`src/rtl/sq_pkg.sv`:
```
package sq_pkg;
  typedef enum logic [1:0] {
    OP_RUN   = 2'b00,
    OP_STOP  = 2'b01,
    OP_SLICE = 2'b10,
    OP_WAKE  = 2'b11
  } sq_op_e;
endpackage

```
`src/rtl/sq_fifo.sv`:
```
module sq_fifo #(
  parameter int DEPTH = 16,
  parameter int PW    = 8,
  localparam int AW   = $clog2(DEPTH),
  localparam int CW   = AW + 1
) (
  input  logic          clk,
  input  logic          rst_n,
  input  logic          push,
  input  logic [PW-1:0] push_data,
  input  logic          pop,
  output logic [PW-1:0] front,
  output logic          empty,
  output logic          full,
  output logic [CW-1:0] count
);
  logic [PW-1:0] mem [DEPTH];
  logic [AW-1:0] head, tail;

  function automatic logic [AW-1:0] wrap_inc(input logic [AW-1:0] p);
    if (p == AW'(DEPTH - 1)) return '0;
    return p + AW'(1);
  endfunction

  always_ff @(posedge clk) begin
    if (!rst_n) begin
      head  <= '0;
      tail  <= '0;
      count <= '0;
    end else begin
      if (push) tail <= wrap_inc(tail);
      if (pop)  head <= wrap_inc(head);
      if (push && !pop)      count <= count + CW'(1);
      else if (pop && !push) count <= count - CW'(1);
    end
  end

  always_ff @(posedge clk) begin
    if (push) mem[tail] <= push_data;
  end

  assign front = mem[head];
  assign empty = (count == '0);
  assign full  = (count == CW'(DEPTH));
endmodule

```
`src/rtl/sq_decode.sv`:
```
module sq_decode
  import sq_pkg::*;
(
  input  sq_op_e op,
  input  logic   fire,
  input  logic   due,
  input  logic   idle,
  input  logic   empty,
  output logic   push,
  output logic   push_cur,
  output logic   pop,
  output logic   load_cmd,
  output logic   load_front,
  output logic   go_idle
);
  always_comb begin
    push       = 1'b0;
    push_cur   = 1'b0;
    pop        = 1'b0;
    load_cmd   = 1'b0;
    load_front = 1'b0;
    go_idle    = 1'b0;
    if (fire) begin
      unique case (op)
        OP_RUN, OP_WAKE: begin
          if (idle) load_cmd = 1'b1;
          else      push     = 1'b1;
        end
        OP_STOP: begin
          if (!idle) begin
            if (empty) go_idle = 1'b1;
            else begin
              pop        = 1'b1;
              load_front = 1'b1;
            end
          end
        end
        OP_SLICE: begin
          if (!idle && due && !empty) begin
            push       = 1'b1;
            push_cur   = 1'b1;
            pop        = 1'b1;
            load_front = 1'b1;
          end
        end
        default: ;
      endcase
    end
  end
endmodule

```
`src/rtl/sched_queue_ctrl.sv`:
```
module sched_queue_ctrl
  import sq_pkg::*;
#(
  parameter int DEPTH = 16,
  parameter int PW    = 8,
  localparam int CW   = $clog2(DEPTH) + 1
) (
  input  logic          clk,
  input  logic          rst_n,
  input  logic          cmd_valid,
  output logic          cmd_ready,
  input  logic [1:0]    cmd_op,
  input  logic [PW-1:0] cmd_pid,
  input  logic          slice_due,
  output logic          idle,
  output logic [PW-1:0] cur_pid,
  output logic          q_full,
  output logic [CW-1:0] q_count
);
  sq_op_e        op;
  logic          fire, q_empty;
  logic          push, push_cur, pop, load_cmd, load_front, go_idle;
  logic [PW-1:0] front, push_data;

  assign op        = sq_op_e'(cmd_op);
  assign cmd_ready = !(q_full && (op == OP_RUN || op == OP_WAKE));
  assign fire      = cmd_valid && cmd_ready;
  assign push_data = push_cur ? cur_pid : cmd_pid;

  sq_decode u_dec (
    .op(op), .fire(fire), .due(slice_due), .idle(idle), .empty(q_empty),
    .push(push), .push_cur(push_cur), .pop(pop),
    .load_cmd(load_cmd), .load_front(load_front), .go_idle(go_idle)
  );

  sq_fifo #(.DEPTH(DEPTH), .PW(PW)) u_fifo (
    .clk(clk), .rst_n(rst_n), .push(push), .push_data(push_data), .pop(pop),
    .front(front), .empty(q_empty), .full(q_full), .count(q_count)
  );

  always_ff @(posedge clk) begin
    if (!rst_n) begin
      idle    <= 1'b1;
      cur_pid <= '0;
    end else begin
      if (load_cmd) begin
        cur_pid <= cmd_pid;
        idle    <= 1'b0;
      end else if (load_front) begin
        cur_pid <= front;
      end else if (go_idle) begin
        idle    <= 1'b1;
      end
    end
  end
endmodule

```
`config.mk`:
```
export PLATFORM = sky130hd
export DESIGN_NAME = sched_queue_ctrl
export DESIGN_NICKNAME = d
export VERILOG_FILES = /design/src/rtl/sq_pkg.sv /design/src/rtl/sq_fifo.sv /design/src/rtl/sq_decode.sv /design/src/rtl/sched_queue_ctrl.sv
export SDC_FILE = /design/constraint.sdc
export NUM_CORES = 1
export LEC_CHECK = 0
export BUFFER_PORTS_ARGS = -buffer_cell sky130_fd_sc_hd__buf_2
export CAP_MARGIN = 20
export CORE_MARGIN = 2
export CORE_UTILIZATION = 44
export CTS_CLUSTER_DIAMETER = 60
export DETAILED_ROUTE_END_ITERATION = 10
export PLACE_DENSITY_LB_ADDON = 0.1
export SLEW_MARGIN = 40
export SYNTH_ARGS = -nofsm -noshare
export SYNTH_HDL_FRONTEND = slang
export SYNTH_SLANG_ARGS = --single-unit
```
`constraint.sdc`:
```
create_clock -name clk -period 3.7 [get_ports clk]
set_input_delay 0.185 -clock clk [delete_from_list [all_inputs] [get_ports clk]]
set_output_delay 0.185 -clock clk [all_outputs]
set_load 0.005 [all_outputs]
```
==> impl_results.rst <==
.. list-table::
   :header-rows: 1

   * - Metric
     - Value
   * - Run status
     - finished clean
   * - Startpoint Class
     - flip-flop
   * - R2r startpoint
     - u_fifo.count[0]
   * - Global-route total usage across every layer
     - 0.178
   * - Arrival time worst endpoint
     - 3.11 ns
   * - Routed length on met3
     - between 600 and 700 um
   * - IO Count
     - 30
   * - Fill cells
     - ~1.2k
   * - Flops & latches, synth
     - roughly 150
   * - Clock slew seen by the registers of the worst setup and hold paths
     - 0.06 ns
   * - Number of DRC violations after detailed-routing iteration 0
     - between 200 and 300
   * - Via count of the first global-routing pass
     - 3725
   * - Setup Viol. Count Final
     - 0
   * - Synth-to-Final Area Change
     - 12.9%
   * - Die Span X
     - between 100 and 150 um
   * - Number of hold-slack violations in the final timing report
     - 0
   * - Leakage power of the design
     - 2.49 nW
   * - Number of setup buffers added after CTS
     - 0
   * - Share of flip-flops with an asynchronous set or reset after synthesis
     - 0
   * - Sequential fraction of design power
     - 0.526
   * - Worst slew pin tran
     - between 0.6 and 0.7 ns
   * - Part of the power in the clock network
     - 0.420
   * - Number of placed cells counting well taps
     - between 600 and 700
   * - Switching power
     - 0.757 mW
   * - Overall Power
     - 3.65 mW
   * - Routed vias/inst
     - approximately 5.6
   * - Full die area
     - 16100 um2
   * - Skew-Pair Late Insertion Delay
     - ~0.41 ns
   * - Worst setup path category
     - flip-flop to flip-flop
   * - Number of antenna violations at the first check in global routing
     - 0
   * - Total congestion overflow
     - 0
   * - Sequential Area
     - ~4400 um2
   * - Number of antenna-violating nets in the routed design
     - 0
   * - Capture instance of the worst register-to-register path
     - u_fifo.count[4]
   * - Clock Sink Count
     - ~150
   * - Register-to-Register Setup Slack
     - between 0.9 and 1 ns
   * - Required arrival time at the worst endpoint
     - between 4 and 5 ns
   * - CP endpoint
     - u_fifo.count[4]
   * - Portion of the clock cycle consumed by the worst path in the final layout
     - 0.750
   * - Post-cts sizing count
     - 0
   * - Max-cap violations
     - 0
   * - CTS max path bufs
     - 2
   * - Mean instance size in the synthesized netlist
     - around 16 um2
   * - Slew Limit Headroom
     - 0.550
   * - Sequential area share after synthesis
     - 0.655
   * - Starting utilization of the core area
     - 0.455
   * - Synth Net Count
     - between 400 and 500
   * - CP startpoint
     - u_fifo.count[0]
   * - Routed met2 length
     - 6320 um
   * - Post-synth EDFFs
     - ~130
   * - Highest clock frequency the design can meet
     - approximately 360 MHz
   * - TritonCTS buffer count
     - 17
   * - IO Port Bufs
     - 29
   * - Power density over the cells
     - 485 nW/um2
   * - Post-route setup TNS
     - 0 ns
   * - Primary flip-flop cell chosen by synthesis mapping
     - sky130_fd_sc_hd__edfxtp_1
   * - Detailed-route wire length on metal 1
     - just over 6000 um
   * - Final Net Count
     - 479
   * - Core Area
     - 14600 um2
   * - Residual DRC
     - 0
   * - Final number of max-transition violations
     - 0
   * - Number of search-and-repair iterations in the first detailed-routing pass
     - 5
   * - Gate Count Post-Synth
     - 416
   * - Unrepaired setup endpoints after global routing
     - no
   * - Non-filler instance count after layout
     - approximately 650
   * - Wire length of the first global-routing pass
     - approximately 21000 um
   * - Fin Hold WS
     - roughly 0.11 ns
   * - Uppermost metal layer occupied by signal nets
     - met4
   * - Final WL
     - around 13000 um
   * - Chip Height
     - between 100 and 150 um
   * - Utilization after layout
     - 0.514
   * - Proportion of power drawn by combinational gates
     - 0.054
   * - Maximum number of pins on one net before global-route repair
     - 35
   * - Routed wirelength normalized by instance count
     - 20.5 um
   * - Netlist cell types
     - between 40 and 50
   * - Final Wtd Congestion
     - 0.760
   * - Classification of the worst-slack hold path
     - input pin to flip-flop
   * - FP Rows
     - 44
   * - Switching fraction of total power
     - 0.208
   * - Count of hold buffers inserted by post-cts repair
     - 0
   * - Power Internal
     - between 2 and 3 mW
   * - Clock root buffer
     - sky130_fd_sc_hd__clkbuf_16
   * - Cell depth of the worst flop-to-flop path
     - 11
   * - Total number of vias
     - 3640
   * - Worst vdd ir
     - ~0.35 mV
   * - Critical path fanouts, max
     - 9
   * - Max Clock Skew
     - between 0.007 and 0.008 ns
   * - Time the final worst path needs with I/O delays and setup
     - 2.78 ns
   * - Yosys warning total
     - 0
   * - CP Capture Type
     - flip-flop
   * - Htree depth
     - 4
   * - # diodes
     - 0
   * - Sum of net half-perimeters after detailed placement
     - 8600 um
   * - Share of final-layout standard cells stronger than drive strength 1
     - 0.251
   * - Area of combinational cells with multiple inputs
     - between 2000 and 2500 um2
   * - CTS tree
     - done
   * - Post-synth design cell area
     - 6660 um2
-- per-layer routing --
metal | GRT usage | vias to the layer above
li1 | - | 1693
met1 | 0.248 | 1841
met2 | 0.284 | 101
met3 | 0.0473 | 5
met4 | 0.0414 | 0
met5 | 0 | -
-- cell type report --
class | instances | area share
Clock buffer | 20 | 0.0581
Clock inverter | 11 | 0.0108
Inverter | 11 | 0.00549
Multi-Input combinational cell | 229 | 0.286
Sequential cell | 154 | 0.581
Tap cell | 184 | 0.0306
Timing Repair Buffer | 38 | 0.0283
-- worst min-delay path by stage --
stage | to | startpoint | slack, ns | cells past startpoint
6_report | idle | cmd_valid | 0.11 | 4
2_1_floorplan | idle | cmd_valid | 0.37 | 3
3_5_place_dp | u_fifo.tail[3] | u_fifo.tail[3] | 0.52 | 2
4_1_cts | idle | cmd_valid | 0.09 | 4
3_3_place_gp | u_fifo.tail[3] | u_fifo.tail[3] | 0.51 | 2
5_1_grt | idle | cmd_valid | 0.13 | 4
-- critical path, stage by stage (launching register included) --
cell,delay [ns]
sky130_fd_sc_hd__dfxtp_1,0.39
sky130_fd_sc_hd__nor4_4,0.50
sky130_fd_sc_hd__a2111oi_4,0.13
sky130_fd_sc_hd__buf_4,0.19
sky130_fd_sc_hd__inv_1,0.08
sky130_fd_sc_hd__ha_1,0.20
sky130_fd_sc_hd__inv_1,0.12
sky130_fd_sc_hd__ha_1,0.31
sky130_fd_sc_hd__a21o_1,0.19
sky130_fd_sc_hd__a21oi_1,0.17
sky130_fd_sc_hd__mux2i_1,0.23
sky130_fd_sc_hd__mux2i_1,0.20
-- registers in the layout (all words and copies together), names as in the netlist, named ones only --
signal,flops
u_fifo.mem,128
cur_pid,8
u_fifo.count,5
u_fifo.head,4
u_fifo.tail,4
idle,1
-- power by group through the flow --
stage                     combinational, mW  sequential, mW  clock [mW]
after floorplan                       0.133            1.95           0
after global placement                0.194            1.95           0
after detailed placement              0.198            1.95           0
after CTS                             0.200            1.92        1.57
after global routing                  0.221            1.92        1.64
final                                 0.199            1.92        1.53
-- cell usage after synthesis (2+ instances only) --
library cell                instances  area, um2
sky130_fd_sc_hd__and2b_1            2       15.0
sky130_fd_sc_hd__edfxtp_1         128       3840
sky130_fd_sc_hd__and2_1            16        100
sky130_fd_sc_hd__and3_1             6       37.5
sky130_fd_sc_hd__nor2b_1            6       37.5
sky130_fd_sc_hd__buf_2              6       30.0
sky130_fd_sc_hd__xnor2_1            4       35.0
sky130_fd_sc_hd__a31oi_1            4       25.0
sky130_fd_sc_hd__nand3_1           10       50.1
sky130_fd_sc_hd__a21boi_0           3       22.5
sky130_fd_sc_hd__mux2i_1           13        130
sky130_fd_sc_hd__inv_1             11       41.3
sky130_fd_sc_hd__nand2_1           28        105
sky130_fd_sc_hd__buf_1              3       11.3
sky130_fd_sc_hd__mux4_2            30        676
sky130_fd_sc_hd__clkbuf_1          11       41.3
sky130_fd_sc_hd__a21oi_1           17       85.1
sky130_fd_sc_hd__a221o_1           12        120
sky130_fd_sc_hd__mux2_2            15        169
sky130_fd_sc_hd__dfxtp_1           26        521
sky130_fd_sc_hd__ha_1              13        163
sky130_fd_sc_hd__nor2_1            17       63.8
sky130_fd_sc_hd__o211ai_1           3       22.5
sky130_fd_sc_hd__a221oi_1           2       17.5
sky130_fd_sc_hd__a2111oi_4          2       55.1
sky130_fd_sc_hd__xor2_1             2       17.5
sky130_fd_sc_hd__o21ai_0            5       25.0
-- logic make-up (layout without fill, tap and decap cells) --
| kind of cell | count (synthesis) | in the layout | share of synthesized area |
|---|---|---|---|
| fa+ha+maj | 14 | 14 | 0.0274 |
| simple gates | 99 | 99 | 0.0810 |
| xor+xnor | 6 | 6 | 0.00789 |
| compound gates | 52 | 52 | 0.0605 |
| mux | 58 | 58 | 0.146 |
| flops | 154 | 154 | 0.655 |
| buf+inv | 33 | 80 | 0.0214 |
-- placed cells by master, fill, tap and decap left out, types with 15 or more instances in the layout --
master / instances
sky130_fd_sc_hd__a21oi_1: 17
sky130_fd_sc_hd__nor2_1: 17
sky130_fd_sc_hd__edfxtp_1: 128
sky130_fd_sc_hd__nand2_1: 28
sky130_fd_sc_hd__clkbuf_16: 17
sky130_fd_sc_hd__mux4_2: 30
sky130_fd_sc_hd__and2_1: 16
sky130_fd_sc_hd__buf_2: 29
sky130_fd_sc_hd__mux2_2: 15
sky130_fd_sc_hd__dfxtp_1: 25
-- through the flow --
| step | area [um2] | setup slack, ns |
|---|---|---|
| floorplan | 6660 | 0.910 |
| global placement | 7000 | 0.743 |
| detailed placement | 7000 | 0.617 |
| CTS | 7520 | 0.909 |
| global route | 7520 | 0.735 |
| finish | 7520 | 0.924 |
(Power assumes the default switching activity.)
